## src/rtl/txs_pkg.sv

```systemverilog
package txs_pkg;
  localparam int STS_W = 8;
  localparam int NFLAG = 4;
  typedef struct packed {
    logic under;
    logic ovf;
    logic done;
    logic empty;
  } txs_flags_t;
endpackage

```

## src/rtl/txs_hold_reg.sv

```systemverilog
module txs_hold_reg #(
  parameter int W = 8
) (
  input  logic         clk,
  input  logic         rst_n,
  input  logic         en,
  input  logic         wr,
  input  logic [W-1:0] wdata,
  input  logic         take,
  output logic         valid,
  output logic [W-1:0] data,
  output logic         ovf_evt
);
  assign ovf_evt = en && wr && valid && !take;

  always_ff @(posedge clk or negedge rst_n) begin
    if (!rst_n) begin
      valid <= 1'b0;
      data  <= '0;
    end else if (!en) begin
      valid <= 1'b0;
      data  <= '0;
    end else if (wr) begin
      valid <= 1'b1;
      data  <= wdata;
    end else if (take) begin
      valid <= 1'b0;
    end
  end
endmodule

```

## src/rtl/txs_shifter.sv

```systemverilog
module txs_shifter #(
  parameter int W = 8
) (
  input  logic         clk,
  input  logic         rst_n,
  input  logic         en,
  input  logic         stb,
  input  logic         hold_valid,
  input  logic [W-1:0] hold_data,
  input  logic         pending,
  output logic         take,
  output logic         ser,
  output logic         under_evt,
  output logic         done_evt
);
  localparam int CW = $clog2(W + 1);

  logic [W-1:0]  sh;
  logic [CW-1:0] left;
  logic          sent_any;
  logic          idle;

  assign idle      = (left == '0);
  assign take      = en && stb && idle && hold_valid;
  assign under_evt = en && stb && idle && !hold_valid && sent_any;
  assign done_evt  = en && stb && (left == CW'(1)) && !pending;

  always_ff @(posedge clk or negedge rst_n) begin
    if (!rst_n) begin
      sh <= '0; left <= '0; ser <= 1'b0; sent_any <= 1'b0;
    end else if (!en) begin
      sh <= '0; left <= '0; ser <= 1'b0; sent_any <= 1'b0;
    end else if (stb) begin
      if (!idle) begin
        ser      <= sh[W-1];
        sh       <= sh << 1;
        left     <= left - CW'(1);
        sent_any <= 1'b1;
      end else if (hold_valid) begin
        ser      <= hold_data[W-1];
        sh       <= hold_data << 1;
        left     <= CW'(W - 1);
        sent_any <= 1'b1;
      end else begin
        ser <= 1'b0;
      end
    end
  end
endmodule

```

## src/rtl/txs_status.sv

```systemverilog
module txs_status
  import txs_pkg::*;
(
  input  logic             clk,
  input  logic             rst_n,
  input  logic             en,
  input  logic             rd,
  input  logic             wr,
  input  logic             load,
  input  logic             under_evt,
  input  logic             ovf_evt,
  input  logic             done_evt,
  input  logic [NFLAG-1:0] ien,
  output txs_flags_t       flags,
  output logic             irq
);
  assign irq = en && |(flags & ien);

  always_ff @(posedge clk or negedge rst_n) begin
    if (!rst_n) begin
      flags <= '0;
    end else if (!en) begin
      flags <= '0;
    end else begin
      flags.under <= under_evt ? 1'b1 : (rd ? 1'b0 : flags.under);
      flags.ovf   <= ovf_evt   ? 1'b1 : (rd ? 1'b0 : flags.ovf);
      flags.done  <= done_evt  ? 1'b1 : (rd ? 1'b0 : flags.done);
      flags.empty <= wr ? 1'b0 : (load ? 1'b1 : flags.empty);
    end
  end
endmodule

```

## src/rtl/tx_serializer_irq.sv

```systemverilog
module tx_serializer_irq
  import txs_pkg::*;
#(
  parameter int W = 8
) (
  input  logic             clk,
  input  logic             rst_n,
  input  logic             tx_en,
  input  logic             bit_stb,
  input  logic             dat_we,
  input  logic [W-1:0]     dat_wdata,
  input  logic             ien_we,
  input  logic [NFLAG-1:0] ien_wdata,
  input  logic             sts_re,
  output logic [STS_W-1:0] sts_rdata,
  output logic             irq,
  output logic             ser_out
);
  logic             wr_ok;
  logic             h_valid;
  logic [W-1:0]     h_data;
  logic             take;
  logic             ovf_evt, under_evt, done_evt;
  logic [NFLAG-1:0] ien_q;
  txs_flags_t       flags;

  assign wr_ok = tx_en && dat_we;

  always_ff @(posedge clk or negedge rst_n) begin
    if (!rst_n)      ien_q <= '0;
    else if (ien_we) ien_q <= ien_wdata;
  end

  txs_hold_reg #(.W(W)) u_hold (
    .clk(clk), .rst_n(rst_n), .en(tx_en), .wr(wr_ok), .wdata(dat_wdata),
    .take(take), .valid(h_valid), .data(h_data), .ovf_evt(ovf_evt)
  );

  txs_shifter #(.W(W)) u_shift (
    .clk(clk), .rst_n(rst_n), .en(tx_en), .stb(bit_stb),
    .hold_valid(h_valid), .hold_data(h_data), .pending(h_valid || wr_ok),
    .take(take), .ser(ser_out), .under_evt(under_evt), .done_evt(done_evt)
  );

  txs_status u_sts (
    .clk(clk), .rst_n(rst_n), .en(tx_en), .rd(sts_re), .wr(wr_ok),
    .load(take), .under_evt(under_evt), .ovf_evt(ovf_evt),
    .done_evt(done_evt), .ien(ien_q), .flags(flags), .irq(irq)
  );

  assign sts_rdata = tx_en ? {{(STS_W-NFLAG){1'b0}}, flags} : '0;
endmodule

```

## config.mk

```make
export PLATFORM = sky130hd
export DESIGN_NAME = tx_serializer_irq
export DESIGN_NICKNAME = d
export VERILOG_FILES = /design/src/rtl/txs_pkg.sv /design/src/rtl/txs_hold_reg.sv /design/src/rtl/txs_shifter.sv /design/src/rtl/txs_status.sv /design/src/rtl/tx_serializer_irq.sv
export SDC_FILE = /design/constraint.sdc
export NUM_CORES = 1
export LEC_CHECK = 0
export BUFFER_PORTS_ARGS = -buffer_cell sky130_fd_sc_hd__buf_2
export CORE_MARGIN = 3
export CORE_UTILIZATION = 37
export DETAILED_ROUTE_END_ITERATION = 6
export SLEW_MARGIN = 15
export SYNTH_ARGS = -nofsm -noshare
export SYNTH_HDL_FRONTEND = slang
export SYNTH_HIERARCHICAL = 1
export SYNTH_SLANG_ARGS = --single-unit
export TNS_END_PERCENT = 10
```

## constraint.sdc

```tcl
create_clock -name clk -period 1.9 [get_ports clk]
set_input_delay 0.285 -clock clk [delete_from_list [all_inputs] [get_ports clk]]
set_output_delay 0.285 -clock clk [all_outputs]
set_load 0.05 [all_outputs]
```

### Yosys cells after proc, flatten, opt, wreduce, memory -nomap -nowiden

Index checks and enable logic that the tools add are counted.
W data, S select, Z words.

| storage, ports and cells | value |
|---|---|
| register bits | 31 |
| input bits | 19 |
| output and inout port bits | 10 |
| word-level logic and storage cells | 69 |

| operators by class | value |
|---|---|
| $add $sub $neg | 1 |
| equal/unequal tests | 8 |
| multiplexer cells | 29 |
| bitwise gates (word level) | 1 |
| reduce and logical (&&, ||, !) cells | 19 |

Operators by type and width:

| cell | count |
|---|---|
| $mux W8 | 6 |
| $mux W4 | 6 |
| $mux W1 | 17 |
| $logic_and A1 B1 Y1 | 12 |
| $ne A3 B1 Y1 const B | 4 |
| $and A4 B4 Y4 | 1 |
| $eq A4 B1 Y1 const B | 1 |
| $logic_not A4 Y1 | 1 |
| $ne A2 B1 Y1 const B | 2 |
| $reduce_or A4 Y1 | 1 |
| $sub A4 B1 Y4 const B | 1 |
| $logic_not A1 Y1 | 3 |
| $ne A3 B3 Y1 const B | 1 |
| $reduce_and A2 Y1 | 1 |
| $logic_or A1 B1 Y1 | 1 |

### Logic depth before layout (Yosys ltp)

| depth | value |
|---|---|
| depth after elaboration | 7 |
| depth in mapped cells | 8 |
| gate-level depth less buffers | 7 |

### Hierarchy

Netlist, hierarchy kept.

By module, submodules not included:

| module | instances | cells each | area an instance (um^2) | sequential area each (um^2) |
|---|---|---|---|---|
| txs_shifter | 1 | 80 | 768.2 | 325.3 |
| txs_hold_reg | 1 | 29 | 387.9 | 225.2 |
| tx_serializer_irq | 1 | 19 | 217.7 | 100.1 |
| txs_status | 1 | 15 | 180.2 | 100.1 |

### Worst setup path after synthesis

No wires, ideal clock.

| timing path | value |
|---|---|
| path kind | register -> register |
| from | reg u_shift.left[0] |
| to | reg u_sts/flags[2] (netlist name) |
| setup time | 119 ps |
| arrival | 1798 ps |
| data required time | 1781 ps |
| slack | -17 ps |
| stages on the path, launching flop included | 9 |
| buffers on the path | 1 |
| period minus slack after synthesis | 1917 ps |
| cell sequence | dfrtp_1 inv_1 ha_1 or3b_2 buf_2 nor2_1 nor2b_1 and3_2 o21a_1 |

| on the way | value |
|---|---|
| longest elaborated chain between the ends | 7 |
| elaborated cells on any way between the ends | 8 |
| those cells by class | eq/ne: 1; mux: 2; reduce/logical: 5 |

Ends and longest elaborated chain:

| element | RTL line | RTL |
|---|---|---|
| from (decl) | txs_shifter.sv:19 | `logic [CW-1:0] left;` |
| from (signal assigned) | txs_shifter.sv:37 | `left <= left - CW'(1);` |
| from (signal assigned) | txs_shifter.sv:42 | `left <= CW'(W - 1);` |
| $logic_not A4 Y1 * | txs_shifter.sv:23 | `assign idle = (left == '0);` |
| $logic_and A1 B1 Y1 * (2 in a row) | txs_shifter.sv:24 | `assign take = en && stb && idle && hold_valid;` |
| named net take | tx_serializer_irq.sv:22 | `logic take;` |
| $logic_not A1 Y1 * | txs_hold_reg.sv:14 | `assign ovf_evt = en && wr && valid && !take;` |
| $logic_and A1 B1 Y1 * | txs_hold_reg.sv:14 |  |
| named net ovf_evt | tx_serializer_irq.sv:23 | `logic ovf_evt, under_evt, done_evt;` |
| $mux W1 | txs_status.sv:26 | `flags.ovf <= ovf_evt ? 1'b1 : (rd ? 1'b0 : flags.ovf);` |
| $mux W4 | txs_status.sv:22 | `end else if (!en) begin` |

The timed path passes the listed nets; every way through them passes the cells marked *.
A chain may end at the register's enable or synchronous reset.

### Final worst setup path

| timing path | value |
|---|---|
| from | reg u_shift.left[1] |
| to | reg u_sts/flags[2] (netlist name) |

| on the way | value |
|---|---|
| longest elaborated chain between the ends | 7 |
| elaborated cells on any way between the ends | 8 |
| those cells by class | eq/ne: 1; mux: 2; reduce/logical: 5 |

Ends and longest elaborated chain:

| element | RTL line |
|---|---|
| $logic_not A4 Y1 * | txs_shifter.sv:23 |
| $logic_and A1 B1 Y1 * (2 in a row) | txs_shifter.sv:24 |
| named net take | tx_serializer_irq.sv:22 |
| $logic_not A1 Y1 * | txs_hold_reg.sv:14 |
| $logic_and A1 B1 Y1 * | txs_hold_reg.sv:14 |
| named net ovf_evt | tx_serializer_irq.sv:23 |
| $mux W1 | txs_status.sv:26 |
| $mux W4 | txs_status.sv:22 |

Marks and branches as above.

==> impl_metrics.py <==
metrics = {
    "die": {
        "core_area_sq_mm": 0.00385,
        "io_pins": 29,
        "num_rows": 22,
        "die_area_sq_mm": 0.00501,
        "fp.dieH_microns": 70.8,
        "initial_core_util": 0.403,
        "die_w_microns": 70.8,
    },
    "sta": {
        "worst_pin_slew_ns": 0.654,
        "fin_crit_sh": 0.950,
        "fin_setup_tns_ns": 0,
        "setup_ws_ns": 0.0955,
        "fmax_mhz": 554,
        "slew_viol_final": 0,
        "fin_crit_ns": 1.80,
        "finalSetupViolations": 0,
        "fin_skew_ns": 0.00431,
        "relSlewSlack": 0.564,
        "rsz0062_at_grt": "false",
        "final-hold-violation-count": 0,
    },
    "global_routing": {
        "grtUsageMet2": 0.219,
        "top_usage_layer": "met2",
        "groute.usage.overall": 0.132,
        "grt_start_max_net_pins": 31,
        "grt_use_met3": 0.0412,
        "overflow": 0,
        "grt_antenna_before_repair": 0,
        "grt_first_pass_wirelength_microns": 5170,
        "grtUsageMet1": 0.157,
        "grt_pass1_vias": 1130,
    },
    "route": {
        "drc_errors": 0,
        "vias_per_cell": 5.10,
        "wire_per_inst_microns": 13.8,
        "drt-initial-drc-count": 41,
        "first_pass_iters": 4,
        "routed_wl_microns": 3090,
        "antenna_left": 0,
        "route.vias.total": 1137,
    },
    "placement": {
        "place_congestion": 0.817,
        "place_hpwl_microns": 2230,
        "placed_area_sq_mm": 0.00173,
        "dp.cells": 216,
        "pre_cts_ws_ns": 0.0401,
        "io_buffers": 24,
    },
    "clocking": {
        "postCtsHoldBufs": 0,
        "ctsRootBufferMaster": "clkbuf_8",
        "htreeDepth": 2,
        "worstSkewPairLatency_ns": 0.28,
        "cts_tree": "done",
        "cts.sinks": 30,
        "clk_path_buf_depth": 2,
        "cts-buffers-inserted": 5,
        "cts_setup_buffers": 0,
        "clk_pin_slew_ns": 0.06,
    },
    "logic_synthesis": {
        "postSynthCellCount": 143,
        "synth-edff-count": 0,
        "synth_area_sq_mm": 0.00155,
        "ys_ff_latch": 30,
        "synth.yosys.seq_area_share": 0.483,
        "ys_types": 36,
        "avgSynthCellArea_sq_um": 10.9,
        "synth_ff_type": "dfrtp_1",
        "ys.warnings.count": 6,
        "async_reset_ff_frac": 1.00,
    },
    "power": {
        "seqPwrFrac": 0.449,
        "clock_power_share": 0.295,
        "ir_worst_vdd_v": 0.000516,
        "swShare": 0.306,
        "leakagePower_nw": 0.876,
        "p_total_mw": 1.60,
        "power_density_mw_per_mm2": 880,
        "p_comb_frac": 0.256,
        "p_int_mw": 1.11,
        "switching_power_uw": 490,
    },
    "worst_setup_path": {
        "cp.required_ns": 2.07,
        "worst-r2r-setup-slack_ns": 0.1,
        "crit_type": "flop to flop",
        "critPathArrivalTime_ns": 1.98,
        "cp-end-kind": "flop",
        "start_kind": "flop",
        "worstPathMaxFanout": 5,
    },
    "status": {
        "status": "complete, no violations",
    },
    "finish": {
        "layout.nets": 196,
        "drive_gt1_frac": 0.274,
        "diodes": 0,
        "final.fill_count": 387,
        "area_delta_synth_final_pct": 16.8,
        "stdcell_count": 223,
        "stdcell_area_sq_mm": 0.00182,
    },
    "worst_hold_path": {
        "hold_class": "primary input to asynchronous set/reset pin",
    },
    "job": {
        "drv_cap": 0,
    },
}
==> what timing repair did <==
item                                    in CTS  in global routing
gates resized for setup                      0                  3
endpoints found under the setup margin       0                  1
hold endpoints to repair                     0                  0
==> area by class of cell <==
cell class,instances,area [sq um],share of cell area
Clock buffer,5,68.8,0.0379
Clock inverter,2,10.0,0.00551
Inverter,9,33.8,0.0186
Multi-Input combinational cell,99,727,0.400
Sequential cell,30,751,0.414
Tap cell,48,60.1,0.0331
Timing Repair Buffer,30,165,0.0910
==> power by group through the flow <==
| stage | logic (mW) | clock network, mW | registers, mW |
|---|---|---|---|
| 2_1_floorplan | 0.276 | 0 | 0.720 |
| 3_3_place_gp | 0.386 | 0 | 0.725 |
| 3_5_place_dp | 0.393 | 0 | 0.728 |
| 4_1_cts | 0.396 | 0.485 | 0.716 |
| 5_1_grt | 0.454 | 0.509 | 0.725 |
| 6_report | 0.409 | 0.471 | 0.718 |
==> placed cells by master (no fill, tap or decap), types with 6 or more instances in the layout <==
master / netlist / routed
nor3b_1: 7 / 7
inv_1: 9 / 7
nor2b_1: 13 / 13
nand2_1: 6 / 6
dfrtp_1: 30 / 30
mux2i_1: 10 / 10
a211o_1: 6 / 6
buf_2: 1 / 24
buf_4: 4 / 6
nor3_1: 6 / 6
==> path summary, 6_finish.rpt <==
check | cells past startpoint | from | end
setup / recovery | 7 | u_shift/left[1] | u_sts/flags[2]
hold / removal | 1 | rst_n | u_shift/sent_any
setup reg to reg | 7 | u_shift/left[1] | u_sts/flags[2]
hold reg to reg | 1 | u_shift/sh[6] | u_shift/sh[6]
max in group asynchronous | 1 | rst_n | u_shift/sh[6]
min in group clk | 2 | ien_wdata[3] | ien_q[3]
==> state kept, by name, summed over array words and instances, names as in the netlist <==
register / flops
ien_q: 4
u_shift/ser: 1
u_hold/data: 8
u_sts/flags: 4
u_hold/valid: 1
u_shift/left: 4
u_shift/sent_any: 1
u_shift/sh: 7
==> cells by family after synthesis <==
group / count (synthesis) / share of synthesized area
multiplexers: 14 / 0.0934
flip-flops: 30 / 0.483
buffers and inverters: 17 / 0.0660
adder cells (fa/ha/maj): 2 / 0.0161
AO/OA/AOI/OAI: 22 / 0.116
other: 1 / 0.00241
AND/OR/NAND/NOR: 57 / 0.223
==> synthesized netlist by cell type (2+ instances only) <==
master	instances	area, sq um
dfrtp_1	30	751
nor2b_1	13	81.3
a31oi_1	2	12.5
nand2_1	6	22.5
mux2i_1	10	100
buf_4	4	30.0
a211o_1	6	52.6
nand3_1	3	15.0
a22oi_1	2	15.0
nor3b_1	7	52.6
nand2b_1	2	12.5
mux2_1	4	45.0
buf_6	3	33.8
and2_1	5	31.3
inv_1	9	33.8
nor3_1	6	30.0
a21oi_1	2	10.0
ha_1	2	25.0
o21a_1	5	37.5
nor2_1	6	22.5
==> metrics by stage <==
stage / utilization / hold WS [ns]
2_1_floorplan: - / -0.0106
3_3_place_gp: 0.448 / 0.351
3_5_place_dp: 0.448 / 0.350
4_1_cts: 0.469 / 0.0464
5_1_grt: 0.471 / 0.0731
6_report: 0.471 / 0.0291
==> layer usage <==
metal,up-vias,share of wire,wire [microns]
met4,0,0.019,59
li1,552,-,-
met5,-,0,0
met1,554,0.45,1400
met2,25,0.48,1480
met3,6,0.045,140
==> worst max-delay path, stage by stage (launching register included) <==
cell     delay [ns]
dfrtp_1        0.41
inv_2          0.09
ha_4           0.15
or3b_2         0.47
nor2_2         0.14
nor2b_1        0.07
and3_2         0.20
o21a_1         0.18
No activity file was read; power rests on OpenSTA's default activity.
